File: src/rtl/irq_arb_pkg.sv
package irq_arb_pkg;
  typedef enum logic [1:0] {
    WSRC_NONE = 2'd0,
    WSRC_HW   = 2'd1,
    WSRC_SWI  = 2'd2
  } win_src_e;
endpackage

File: src/rtl/irq_pend_bank.sv
module irq_pend_bank #(
  parameter int NUM_IRQ = 8,
  parameter int VEC_W   = 4
) (
  input  logic               clk,
  input  logic               rst_n,
  input  logic [NUM_IRQ-1:0] req,
  input  logic               clr_stb,
  input  logic [VEC_W-1:0]   clr_idx,
  output logic [NUM_IRQ-1:0] pend_q
);
  for (genvar g = 0; g < NUM_IRQ; g++) begin : g_bit
    logic clr_hit;
    assign clr_hit = clr_stb && (clr_idx == VEC_W'(g));
    always_ff @(posedge clk) begin
      if (!rst_n)          pend_q[g] <= 1'b0;
      else if (req[g])     pend_q[g] <= 1'b1;
      else if (clr_hit)    pend_q[g] <= 1'b0;
    end
    // a cleared flag only falls on an acknowledge for its own index
    AST_PEND_STICKY: assert property (@(posedge clk) disable iff (!rst_n)
      pend_q[g] && !clr_hit |=> pend_q[g]);
  end
endmodule

File: src/rtl/irq_prio_pick.sv
module irq_prio_pick #(
  parameter int NUM_IRQ = 8,
  parameter int VEC_W   = 4
) (
  input  logic               clk,
  input  logic               rst_n,
  input  logic [NUM_IRQ-1:0] pend,
  input  logic [NUM_IRQ-1:0] en,
  input  logic               mask_eff,
  output logic               any,
  output logic [VEC_W-1:0]   idx
);
  logic [NUM_IRQ-1:0] elig;

  function automatic logic [VEC_W-1:0] lowest_set(input logic [NUM_IRQ-1:0] v);
    lowest_set = '0;
    for (int i = NUM_IRQ - 1; i >= 0; i--)
      if (v[i]) lowest_set = VEC_W'(i);
  endfunction

  assign elig = mask_eff ? '0 : (pend & en);
  assign any  = |elig;
  assign idx  = lowest_set(elig);

  AST_PICK_ELIGIBLE: assert property (@(posedge clk) disable iff (!rst_n)
    any |-> (pend[idx] && en[idx] && !mask_eff));
endmodule

File: src/rtl/irq_mask_ctl.sv
module irq_mask_ctl (
  input  logic clk,
  input  logic rst_n,
  input  logic enter,
  input  logic rti_stb,
  input  logic set_stb,
  input  logic clr_stb,
  output logic mask_q,
  output logic mask_eff
);
  logic saved_q;

  always_ff @(posedge clk) begin
    if (!rst_n) begin
      mask_q  <= 1'b1;
      saved_q <= 1'b1;
    end else if (enter) begin
      saved_q <= mask_q;
      mask_q  <= 1'b1;
    end else if (rti_stb) begin
      mask_q  <= saved_q;
    end else if (set_stb) begin
      mask_q  <= 1'b1;
    end else if (clr_stb) begin
      mask_q  <= 1'b0;
    end
  end

  assign mask_eff = rti_stb ? saved_q : mask_q;

  AST_RTI_RESTORE: assert property (@(posedge clk) disable iff (!rst_n)
    rti_stb && !enter |=> mask_q == $past(saved_q));
  AST_MASK_STROBE: assert property (@(posedge clk) disable iff (!rst_n)
    set_stb && !enter && !rti_stb |=> mask_q);
endmodule

File: src/rtl/irq_boundary_arb.sv
module irq_boundary_arb #(
  parameter int NUM_IRQ = 8,
  localparam int VEC_W  = $clog2(NUM_IRQ + 1)
) (
  input  logic               clk,
  input  logic               rst_n,
  input  logic [NUM_IRQ-1:0] irq_req,
  input  logic [NUM_IRQ-1:0] irq_en,
  input  logic               instr_done,
  input  logic               swi_req,
  input  logic               entry_ack,
  input  logic               rti_stb,
  input  logic               mask_set,
  input  logic               mask_clr,
  output logic               win_valid,
  output logic [VEC_W-1:0]   win_vec,
  output logic               mask_bit,
  output logic [NUM_IRQ-1:0] pending
);
  import irq_arb_pkg::*;

  localparam logic [VEC_W-1:0] SWI_ID = VEC_W'(NUM_IRQ);

  win_src_e         win_src;
  logic             mask_eff;
  logic             pick_any;
  logic [VEC_W-1:0] pick_idx;

  // named internal events
  logic arb_event, take_swi, decide, enter, drop, clr_hw;

  assign arb_event = instr_done | rti_stb;
  assign take_swi  = instr_done & swi_req;
  assign decide    = arb_event & ~win_valid & (take_swi | pick_any);
  assign enter     = entry_ack & win_valid;
  assign drop      = mask_clr & win_valid & (win_src == WSRC_HW) & ~entry_ack;
  assign clr_hw    = enter & (win_src == WSRC_HW);

  irq_pend_bank #(.NUM_IRQ(NUM_IRQ), .VEC_W(VEC_W)) u_pend (
    .clk     (clk),
    .rst_n   (rst_n),
    .req     (irq_req),
    .clr_stb (clr_hw),
    .clr_idx (win_vec),
    .pend_q  (pending)
  );

  irq_mask_ctl u_mask (
    .clk      (clk),
    .rst_n    (rst_n),
    .enter    (enter),
    .rti_stb  (rti_stb),
    .set_stb  (mask_set),
    .clr_stb  (mask_clr),
    .mask_q   (mask_bit),
    .mask_eff (mask_eff)
  );

  irq_prio_pick #(.NUM_IRQ(NUM_IRQ), .VEC_W(VEC_W)) u_pick (
    .clk      (clk),
    .rst_n    (rst_n),
    .pend     (pending),
    .en       (irq_en),
    .mask_eff (mask_eff),
    .any      (pick_any),
    .idx      (pick_idx)
  );

  always_ff @(posedge clk) begin
    if (!rst_n) begin
      win_valid <= 1'b0;
      win_vec   <= '0;
      win_src   <= WSRC_NONE;
    end else if (enter || drop) begin
      win_valid <= 1'b0;
      win_src   <= WSRC_NONE;
    end else if (decide) begin
      win_valid <= 1'b1;
      win_vec   <= take_swi ? SWI_ID : pick_idx;
      win_src   <= take_swi ? WSRC_SWI : WSRC_HW;
    end
  end

  AST_BOUNDARY_ONLY: assert property (@(posedge clk) disable iff (!rst_n)
    !win_valid && !arb_event |=> !win_valid);
  AST_HW_UNMASKED: assert property (@(posedge clk) disable iff (!rst_n)
    decide && !take_swi |-> !mask_eff && irq_en[pick_idx]);
  AST_SWI_VECTOR: assert property (@(posedge clk) disable iff (!rst_n)
    take_swi && !win_valid |=> win_valid && win_vec == SWI_ID);
  AST_WINNER_HELD: assert property (@(posedge clk) disable iff (!rst_n)
    win_valid && !entry_ack && !drop |=> win_valid && $stable(win_vec));
  AST_MASK_ON_ENTRY: assert property (@(posedge clk) disable iff (!rst_n)
    enter |=> mask_bit && !win_valid);
endmodule

File: config.mk
export PLATFORM = sky130hd
export DESIGN_NAME = irq_boundary_arb
export DESIGN_NICKNAME = d
export VERILOG_FILES = /design/src/rtl/irq_arb_pkg.sv /design/src/rtl/irq_pend_bank.sv /design/src/rtl/irq_prio_pick.sv /design/src/rtl/irq_mask_ctl.sv /design/src/rtl/irq_boundary_arb.sv
export SDC_FILE = /design/constraint.sdc
export NUM_CORES = 1
export LEC_CHECK = 0
export BUFFER_PORTS_ARGS = -buffer_cell sky130_fd_sc_hd__buf_4
export CORE_UTILIZATION = 45
export CTS_BUF_LIST = sky130_fd_sc_hd__clkbuf_8
export CTS_CLUSTER_DIAMETER = 100
export DETAILED_ROUTE_END_ITERATION = 8
export PLACE_DENSITY_LB_ADDON = 0.08
export SETUP_SLACK_MARGIN = 0.3
export SYNTH_ARGS = -nofsm -noshare
export SYNTH_HDL_FRONTEND = slang
export SYNTH_HIERARCHICAL = 1
export SYNTH_SLANG_ARGS = --single-unit
File: constraint.sdc
create_clock -name clk -period 1.7 [get_ports clk]
set_input_delay 0.085 -clock clk [delete_from_list [all_inputs] [get_ports clk]]
set_output_delay 0.085 -clock clk [all_outputs]
set_load 0.03 [all_outputs]
# After elaboration in Yosys (flattened, before gate mapping)

Cells that the tools add are included.

Output and inout port bits: 14
Bits in registers: 17

Reductions and logical operators: 23
Bitwise logic cells: 15
Equality and inequality tests: 8
Multiplexer cells: 31

Operators with widths:

| operator           | count |
|---|---|
| $mux 3             | 8 |
| $mux 1             | 20 |
| $eq 4x3->1 const B | 4 |
| $reduce_bool 2->1  | 8 |
| $and 1x1->1        | 8 |
| $and 8x8->8        | 1 |
| $eq 4x2->1 const B | 2 |
| $logic_and 1x1->1  | 8 |
| $mux 8             | 1 |
| $reduce_or 8->1    | 1 |
| $eq 4x1->1 const B | 1 |
| $logic_not 4->1    | 1 |
| $mux 4             | 1 |
| $not 1->1          | 4 |
| $reduce_or 2->1    | 2 |
| $reduce_bool 3->1  | 1 |
| $eq 2x1->1 const B | 1 |
| $mux 2             | 1 |
| $or 1x1->1         | 2 |
| $reduce_and 2->1   | 1 |
| $logic_or 1x1->1   | 1 |

# Depth between registers and ports, before layout

Gate-level depths: netlist of the first run.

Word-level depth: 11
Mapped depth: 6

# Modules after synthesis

The synthesis of the first run kept the hierarchy.

By module, submodules not included:

| module           | cells each | area each (µm²) | times used |
|---|---|---|---|
| irq_pend_bank    | 34         | 324.1           | 1 |
| irq_boundary_arb | 33         | 304.0           | 1 |
| irq_prio_pick    | 23         | 137.6           | 1 |
| irq_mask_ctl     | 9          | 93.8            | 1 |

# Least setup slack after synthesis of the first run

No wires, ideal clock.

Path type: reg-to-reg
Start: reg u_mask.mask_q
End: reg win_src[0]
Arrival: 1.722 ns
Data required time: 1.581 ns
Library setup time: 0.119 ns
Path buffers: 0
Slack: -0.141 ns
Clock period less this slack: 1.841 ns
Cell stages (with the launch flop): 7
Cell sequence: dfxtp_1 > mux2_1 > nor2_1 > or3_1 > nor2b_1 > o21a_1 > o221a_2

Cells in the longest elaborated chain, start to end: 5

RTL lines:

| element                | line                   | RTL |
|---|---|---|
| from (decl)            | irq_mask_ctl.sv:8      | `output logic mask_q,` |
| from (signal assigned) | irq_mask_ctl.sv:21     | `mask_q <= saved_q;` |
| $mux 1                 | irq_mask_ctl.sv:29     | `assign mask_eff = rti_stb ? saved_q : mask_q;` |
| named net mask_eff     | irq_boundary_arb.sv:25 | `logic mask_eff;` |
| $mux 8                 | irq_prio_pick.sv:21    | `assign elig = mask_eff ? '0 : (pend & en);` |
| $reduce_or 8->1        | irq_prio_pick.sv:22    | `assign any = \|elig;` |
| named net pick_any     | irq_boundary_arb.sv:26 | `logic pick_any;` |
| $or 1x1->1             | irq_boundary_arb.sv:34 | `assign decide = arb_event & ~win_valid & (take_swi \| pick_any);` |
| $and 1x1->1            | irq_boundary_arb.sv:34 |  |
| to (signal assigned)   | irq_boundary_arb.sv:80 | `win_src <= take_swi ? WSRC_SWI : WSRC_HW;` |
| to (decl)              | irq_boundary_arb.sv:24 | `win_src_e win_src;` |

The timed path passes the listed nets, and every way through them passes these cells.
A chain may end at the register's enable or synchronous reset.

# Worst setup path in the final report of the first run

Start: reg u_mask.mask_q
End: reg win_vec[3]

Cells in the longest elaborated chain, start to end: 6

RTL lines:

| element                           | line                   | RTL |
|---|---|---|
| $mux 1                            | irq_mask_ctl.sv:29     |  |
| named net mask_eff                | irq_boundary_arb.sv:25 |  |
| $mux 8                            | irq_prio_pick.sv:21    |  |
| $reduce_or 8->1                   | irq_prio_pick.sv:22    |  |
| named net pick_any                | irq_boundary_arb.sv:26 |  |
| $or 1x1->1                        | irq_boundary_arb.sv:34 |  |
| $and 1x1->1                       | irq_boundary_arb.sv:34 |  |
| $reduce_and 2->1 (no source line) | -                      |  |
| to (signal assigned)              | irq_boundary_arb.sv:79 | `win_vec <= take_swi ? SWI_ID : pick_idx;` |
| to (decl)                         | irq_boundary_arb.sv:16 | `output logic [VEC_W-1:0] win_vec,` |

The timed path passes the listed nets, and every way through them passes these cells.

==> summary.md, run 1 <==
| Metric | Value |
|---|---|
| Rows | 15 |
| Core Area | 0.00176 mm² |
| I/O Pins | 38 |
| # nets final | 169 |
| Clk_lat worst skew | 0.25 ns |
| Unrepaired setup endpoints after global routing | yes |
| Area grow syn2layout | 57.2% |
| Slew HR | 0.659 |
| Post-Syn Area | 860 µm² |
| Num CTS Buffers | 3 |
| DRT iter0 DRCs | 49 |
| Vias post-DR | 960 |
| Setup TNS | 0 ns |
| Clk buf depth | 2 |
| Residual DRC | 0 |
| Placer Congestion | 0.895 |
| Vias in the first global route | 846 |
| CP Class | reg2reg |
| Largest net degree at the start of global routing | 19 |
| Final period util | 0.927 |
| Crit path max fanout | 5 |
| Starting Density | 0.487 |
| Dpl hpwl | 1.69 mm |
| Share of layout cells above drive strength 1 | 0.479 |
| Htree depth | 1 |
| Total congestion overflow | 0 |
| Pwr/cell area | 714 mW/mm² |
| Cell count after synthesis | 99 |
| Cell with the most instances after synthesis | dfxtp_1 |
| First-pass GRT wire length | 3.85 mm |
| Worst Clk Skew | 0.000824 ns |
| Top_reg_cell synth | dfxtp_1 |
| Syn_area_per_cell | 8.68 µm² |
| Crit path launch type | flip-flop |
| Inserted Diodes | 0 |
| Pre-Repair DR Iteration Count | 4 |
| Yosys warnings | 6 |
| Die area | 0.00209 mm² |
| FILL cells | 149 |
| Sequential fraction of the synthesis area | 0.396 |
| TritonCTS sink count | 17 |
| Final setup vio count | 0 |
| Async SR Flop Fraction | 0 |
| Slew Viols, Final | 0 |
| Setup WS post-layout | 0.124 ns |
| Max_cap viols | 0 |
| Port bufs | 37 |
| Commonest cells in the synthesized netlist | 17 x dfxtp_1, 16 x nand2_1, 8 x a21oi_1, 8 x o21ai_0 |
| Die Y | 45.7 µm |
| Pre-CTS setup slack | 0.103 ns |
| Mapped Nets | 123 |
| Maximum VDD drop | 0.578 mV |
| Vias per cell | 5.68 |
| Tmin final | 1.58 ns |
| Initial antenna violation count | 0 |
| Critical Path End Type | flip-flop |
| Antenna Violating Nets Remaining | 0 |
| Width of the die | 45.7 µm |
| Clock Root Buffer | clkbuf_8 |
| CTS tree | built |
| Worst Tran Pin Value | 0.511 ns |
| HP Class | in2reg |
| EDFF count, synth | 0 |
| Distinct cells, synth | 36 |
| Yosys reg bits | 17 |
| Final hold violation count | 0 |
| Status | completed |
| Static Leak | 0.577 nW |
| Highest Clock Rate | 635 MHz |
| Area leader, netlist | dfxtp_1 |
| Total wire length | 2.60 mm |
| Clock-pin slew on the worst setup and hold paths | 0.07 ns |
| Dominant cells by area after synthesis | dfxtp_1 40%, nand2_1 7.0%, a21oi_1 4.7% |
| Post-synth top area share | 0.396 |
| Drt wl/cell | 15.4 µm |
| Gr usage total | 0.264 |
| Design area | 0.00135 mm² |
| Worst EP arrival | 1.72 ns |
| Post-DP Area | 0.00119 mm² |
| Required time of the critical path | 1.84 ns |
[placed cells by master (no fill, tap or decap), types with 2 or more instances in the layout]
cell	n
buf_4	42
nand2_1	14
dfxtp_1	11
o21ai_0	8
a21oi_1	7
inv_1	5
nor2b_1	4
nor3b_1	4
clkbuf_8	3
dfxtp_4	3
dfxtp_2	3
o21a_1	2
o22ai_1	2
nor3_1	2
a41oi_1	2
a41oi_2	2
nor2_1	2
[path summary, 6_finish.rpt]
kind / cells past startpoint / endpoint / startpoint / slack, ns
max: 6 / win_vec[3] / u_mask/mask_q / 0.12
min: 3 / u_mask/mask_q / mask_set / 0.08
max reg2reg: 6 / win_vec[3] / u_mask/mask_q / 0.12
min reg2reg: 2 / u_mask/saved_q / u_mask/saved_q / 0.50
[per-layer routing]
metal / part of all wire / GRT usage / up-vias
li1: - / - / 463
met1: 0.41 / 0.350 / 456
met2: 0.51 / 0.431 / 39
met3: 0.074 / 0.0357 / 2
met4: 0.0039 / 0.106 / 0
met5: 0 / 0 / -
[per-stage QoR]
step           instances  power [W]  hold slack (ns)   util
2_1_floorplan         99   0.000547            0.147      -
3_3_place_gp         160   0.000637            0.332  0.676
3_5_place_dp         160   0.000641            0.335  0.676
4_1_cts              166   0.000949           0.0737  0.733
5_1_grt              169    0.00101            0.102  0.766
6_report             169   0.000965           0.0760  0.766
[kinds of logic after synthesis]
kind of cell | after synthesis | synth area share
flip-flops | 17 | 0.396
other | 1 | 0.00436
buffers and inverters | 5 | 0.0262
multiplexers | 2 | 0.0247
AND/OR/NAND/NOR | 37 | 0.237
AO/OA/AOI/OAI | 37 | 0.312
[sequential cells by signal (all words and copies together), names as in the netlist]
| register | flops |
|---|---|
| win_src | 2 |
| u_mask/mask_q | 1 |
| u_mask/saved_q | 1 |
| win_vec | 4 |
| win_valid | 1 |
| u_pend/pend_q | 8 |
[repair_timing]
item | in CTS | in global routing
buffers inserted | 2 | 3
cloned | 0 | 0
setup endpoints to repair | 11 | 11
gates resized for setup | 9 | 6
hold buffers | 0 | 0
pin swaps | 5 | 10
[worst max-delay path, cell delays in order (launching register included)]
cell and delay, ns:
dfxtp_4 0.34, mux2_4 0.30, a41oi_2 0.18, or3_4 0.16
nor2b_4 0.17, o21ai_4 0.09, o221a_1 0.22
[cell type report]
| type | instances | area, µm² | area share |
|---|---|---|---|
| clock buffer | 3 | 41.3 | 0.0306 |
| inverter | 4 | 15.0 | 0.0111 |
| tap | 25 | 31.3 | 0.0231 |
| multi-input combinational | 77 | 589 | 0.436 |
| sequential | 17 | 355 | 0.263 |
| clock inverter | 1 | 3.75 | 0.00278 |
| timing repair buffer | 42 | 315 | 0.233 |
[power breakdown]
group / switching (W) / total [W] / internal, W
Sequential: 0.0000238 / 0.000444 / 0.000420
Clock: 0.000140 / 0.000300 / 0.000160
Combinational: 0.000117 / 0.000221 / 0.000103
Power figures use the tool's default switching activity.
==> inputs of run 2 (changes only) <==
SETUP_SLACK_MARGIN = not set   (was 0.3)
==> summary.md, run 2 (synthesis gave the netlist of run 1 again) <==
| Metric | Value |
|---|---|
| Status | completed |
| Core Area | 0.00176 mm² |
| Port bufs | 37 |
| Total wire length | 2.35 mm |
| Width of the die | 45.7 µm |
| Largest net degree at the start of global routing | 19 |
| Worst EP arrival | 1.78 ns |
| Highest Clock Rate | 609 MHz |
| TritonCTS sink count | 17 |
| Gr usage total | 0.230 |
| Share of layout cells above drive strength 1 | 0.386 |
| Num CTS Buffers | 3 |
| Final setup vio count | 0 |
| Largest Register | u_pend/pend_q |
| I/O Pins | 38 |
| CTS tree | built |
| Tot Pwr | 0.000926 W |
| Most frequent cells in the layout | 38 x buf_4, 16 x nand2_1, 14 x dfxtp_1 |
| Area grow syn2layout | 44.5% |
| First-pass GRT wire length | 3.49 mm |
| Crit path max fanout | 5 |
| Dpl hpwl | 1.67 mm |
| Antenna Violating Nets Remaining | 0 |
| Final period util | 0.966 |
| Starting Density | 0.487 |
| Final hold violation count | 0 |
| Total congestion overflow | 0 |
| Vias per cell | 5.71 |
| Drt wl/cell | 14.3 µm |
| Clk_lat worst skew | 0.25 ns |
| Switching Power | 0.000254 W |
| Tmin final | 1.64 ns |
| CTS hold repair buffers | 0 |
| Static Leak | 0.542 nW |
| Die area | 0.00209 mm² |
| Vias post-DR | 942 |
| Net Sw Frac | 0.275 |
| Slew Viols, Final | 0 |
| Placer Congestion | 0.843 |
| DRT iter0 DRCs | 22 |
| Comb pwr share | 0.206 |
| Clk buf depth | 2 |
| Clk pwr share | 0.313 |
| Critical Path End Type | flip-flop |
| Pint | 0.000672 W |
| Top delay family on crit path | simple AND/OR/NAND/NOR gates |
| Rows | 15 |
| Inserted Diodes | 0 |
| Clock Root Buffer | clkbuf_8 |
| Pwr/cell area | 746 mW/mm² |
| Pre-Repair DR Iteration Count | 5 |
| Max_cap viols | 0 |
| Top flop regs | u_pend/pend_q: 8 flops, win_vec: 4 flops, win_src: 2 flops |
| Htree depth | 1 |
| WHS | 0.0750 ns |
| Slowest-stage cell, CP | or3_1 |
| Clock-pin slew on the worst setup and hold paths | 0.06 ns |
| Die Y | 45.7 µm |
| Worst Clk Skew | 0.000825 ns |
| Sequential power share | 0.481 |
| Largest register FFs | 8 |
| Vias in the first global route | 831 |
| HP Class | in2reg |
| Maximum VDD drop | 0.504 mV |
| Residual DRC | 0 |
| Crit path launch type | flip-flop |
| Commonest non-fill, non-tap cell in the layout | buf_4 |
| Sequence of cells on the critical path | a22oi_2 > nor2_1 > or3_1 > nor2b_2 > o21a_1 > o221a_2 |
| CP Class | reg2reg |
| # nets final | 165 |
| Required time of the critical path | 1.84 ns |
| WP buf/inv | 0 |
| Worst stage delay on the critical path | 0.40 ns |
| Initial antenna violation count | 0 |
run 2: changes by cell type in the layout (fill, tap and decap cells not counted), sizes merged:
cell and delta:
buf -4
run 2: tightest hold or removal path, cell delays in order:
cell and delay [ns]:
buf_4 0.08, o31ai_1 0.06, nand3b_1 0.07
run 2: final cells by class:
class | instances | area [µm²]
Clock buffer | 3 | 41.3
Clock inverter | 1 | 3.75
Fill cell | 150 | 522
Inverter | 4 | 15.0
Multi-Input combinational cell | 77 | 522
Sequential cell | 17 | 344
Tap cell | 25 | 31.3
Timing Repair Buffer | 38 | 285
run 2: final timing paths:
| check | slack (ns) | end | start | depth (start not counted) |
|---|---|---|---|---|
| max | 0.06 | win_src[0] | u_pend/pend_q[1] | 6 |
| min | 0.07 | u_mask/mask_q | mask_set | 3 |
| max reg2reg | 0.06 | win_src[0] | u_pend/pend_q[1] | 6 |
| min reg2reg | 0.51 | u_mask/saved_q | u_mask/saved_q | 2 |
run 2: power groups by stage:
stage               clock (W)  combinational [W]  sequential, W
floorplan                   0          0.0000580       0.000485
global placement            0           0.000182       0.000451
detailed placement          0           0.000185       0.000452
CTS                  0.000301           0.000187       0.000443
global route         0.000313           0.000205       0.000448
finish               0.000290           0.000191       0.000446
run 2: per-stage QoR:
stage                     instance area (µm²)  setup WS [ns]  setup TNS [ns]  utilization  instances
final                                    1240         0.0572               0        0.704        165
after global routing                     1240       -0.00273        -0.00273        0.704        165
after CTS                                1210        0.00894               0        0.687        164
after detailed placement                 1170         0.0236               0        0.662        160
after global placement                   1170         0.0933               0        0.662        160
after floorplan                           866         0.0108               0            -         99
run 2: per-layer routing:
layer	GRT usage	vias up	wire (µm)
li1	-	452	-
met1	0.301	444	1010
met2	0.386	42	1160
met3	0.0397	4	160
met4	0.0706	0	18
met5	0	-	0
run 2: repair_timing:
action	4_1_cts	5_1_grt
setup endpoints to repair	0	7
buffers inserted	0	1
hold endpoints to repair	0	0
resized for setup	0	5
==> inputs of run 3 (changes only) <==
CORE_ASPECT_RATIO = 1.25   (was not set)
==> summary.md, run 3 (synthesis gave the netlist of run 1 again) <==
| Metric | Value |
|---|---|
| Status | completed |
| Reg-to-reg startpoint | u_mask/saved_q |
| Met3 Use GR | 0.0391 |
| Die area | 0.00209 mm² |
| Width of the die | 41.1 µm |
| Htree depth | 1 |
| R2r setup slk | 0.09 ns |
| Hold_sp | mask_set |
| Tmin final | 1.61 ns |
| Critical Path End Type | flip-flop |
| Crit path max fanout | 6 |
| Area grow syn2layout | 42.9% |
| FF-to-FF End | win_src[0] |
| Die Y | 50.9 µm |
| Setup WS post-layout | 0.0884 ns |
| Tot Pwr | 0.000929 W |
| Gr usage total | 0.246 |
| Met2 usage | 0.404 |
| Pre-CTS setup slack | 0.0828 ns |
| HP Class | in2reg |
| Largest net degree at the start of global routing | 19 |
| Commonest non-fill, non-tap cell in the layout | buf_4 |
| Most frequent cells in the layout | 38 x buf_4, 16 x nand2_1, 15 x dfxtp_1 |
| Total congestion overflow | 0 |
| Starting Density | 0.481 |
| CTS hold repair buffers | 0 |
| Setup TNS | 0 ns |
| Residual DRC | 0 |
| Vias post-DR | 951 |
| Clock-pin slew on the worst setup and hold paths | 0.07 ns |
| Rows | 17 |
| Pre-Repair DR Iteration Count | 4 |
| CP Class | reg2reg |
| Slew Viols, Final | 0 |
| Worst hold endpoint | u_mask/mask_q |
| CTS tree | built |
| Design area | 0.00123 mm² |
| Core Area | 0.00179 mm² |
| Top flop regs | u_pend/pend_q: 8 flops, win_vec: 4 flops, win_src: 2 flops |
| First-pass GRT wire length | 3.55 mm |
| Antenna Violating Nets Remaining | 0 |
| Inserted Diodes | 0 |
| Clk buf depth | 2 |
| Highest Clock Rate | 620 MHz |
| Clk_lat worst skew | 0.25 ns |
| Post-DP Area | 0.00117 mm² |
| Drt wl/cell | 14.3 µm |
| Vias in the first global route | 851 |
| Largest register FFs | 8 |
| Hold path depth | 3 |
| Initial antenna violation count | 0 |
| Worst reg-to-reg path cell count | 6 |
| Worst Clk Skew | 0.00439 ns |
| Share of layout cells above drive strength 1 | 0.379 |
| Unrepaired setup endpoints after global routing | no |
| Buffer count from post-CTS setup fixing | 0 |
| # nets final | 165 |
| Final period util | 0.948 |
| PostCTS Resize Cnt | 0 |
| Total wire length | 2.28 mm |
| Port bufs | 37 |
| Vias per cell | 5.98 |
| Final setup vio count | 0 |
| I/O Pins | 38 |
| Clock Root Buffer | clkbuf_8 |
| Required time of the critical path | 1.84 ns |
| Placer Congestion | 0.808 |
| Max_cap viols | 0 |
| Dpl hpwl | 1.65 mm |
| DRT iter0 DRCs | 20 |
| TritonCTS sink count | 17 |
| Gr busiest metal | met2 |
| Worst EP arrival | 1.75 ns |
| Num CTS Buffers | 3 |
| Largest Register | u_pend/pend_q |
| Pwr/cell area | 756 mW/mm² |
| Met1 Track Usage GR | 0.307 |
| Static Leak | 0.545 nW |
| Maximum VDD drop | 0.481 mV |
| Crit path launch type | flip-flop |
| Final hold violation count | 0 |
==> run 3: changes by cell type in the layout (fill, tap and decap cells not counted) <==
cell / delta
nor3b_4: -1
nor2b_1: +1
nor3b_2: +1
nor2b_2: -1
a21oi_1: -1
dfxtp_1: +1
a21oi_2: +1
dfxtp_2: -1
==> run 3: how the worst max path moves through the flow <==
| stage | from | to | slack (ns) | cells past startpoint |
|---|---|---|---|---|
| finish | u_mask/saved_q | win_src[0] | 0.09 | 6 |
| global route | u_mask/mask_q | win_vec[3] | 0.008 | 6 |
| CTS | u_mask/mask_q | win_vec[3] | 0.06 | 6 |
| detailed placement | u_mask/mask_q | win_vec[3] | 0.08 | 6 |
| global placement | u_pend/pend_q[1] | win_src[0] | 0.12 | 6 |
| floorplan | u_pend/pend_q[0] | win_src[0] | 0.01 | 6 |
==> run 3: worst max-delay path: stages, from the launching register on <==
cell	delay (ns)
dfxtp_1	0.35
mux2_4	0.21
nor2_1	0.07
or3_1	0.38
nor2b_1	0.16
o21a_1	0.10
o221a_2	0.24
==> run 3: final cells by class <==
class                   instances  area, µm²
well taps                      19       23.8
fillers                       163        558
clock buffers                   3       41.3
clock inverters                 1       3.75
multi-input cells              77        517
flip-flops and latches         17        343
repair buffers                 38        285
inverters                       4       15.0
==> run 3: per-layer routing <==
| layer | up-vias | routed length [µm] |
|---|---|---|
| li1 | 456 | - |
| met1 | 448 | 941 |
| met2 | 41 | 1140 |
| met3 | 6 | 156 |
| met4 | 0 | 41 |
| met5 | - | 0 |
==> run 3: through the flow <==
| stage | utilization | hold WS [ns] | std cells |
|---|---|---|---|
| after floorplan | - | 0.147 | 99 |
| after global placement | 0.653 | 0.331 | 155 |
| after detailed placement | 0.653 | 0.336 | 155 |
| after CTS | 0.679 | 0.0773 | 159 |
| after global routing | 0.688 | 0.106 | 159 |
| final | 0.688 | 0.0844 | 159 |
==> run 3: power breakdown <==
part / leakage [nW] / switching [W] / internal [W]
Combinational: 0.378 / 0.000104 / 0.0000923
Sequential: 0.140 / 0.0000202 / 0.000421
Clock: 0.0269 / 0.000132 / 0.000160
Total: 0.545 / 0.000256 / 0.000673
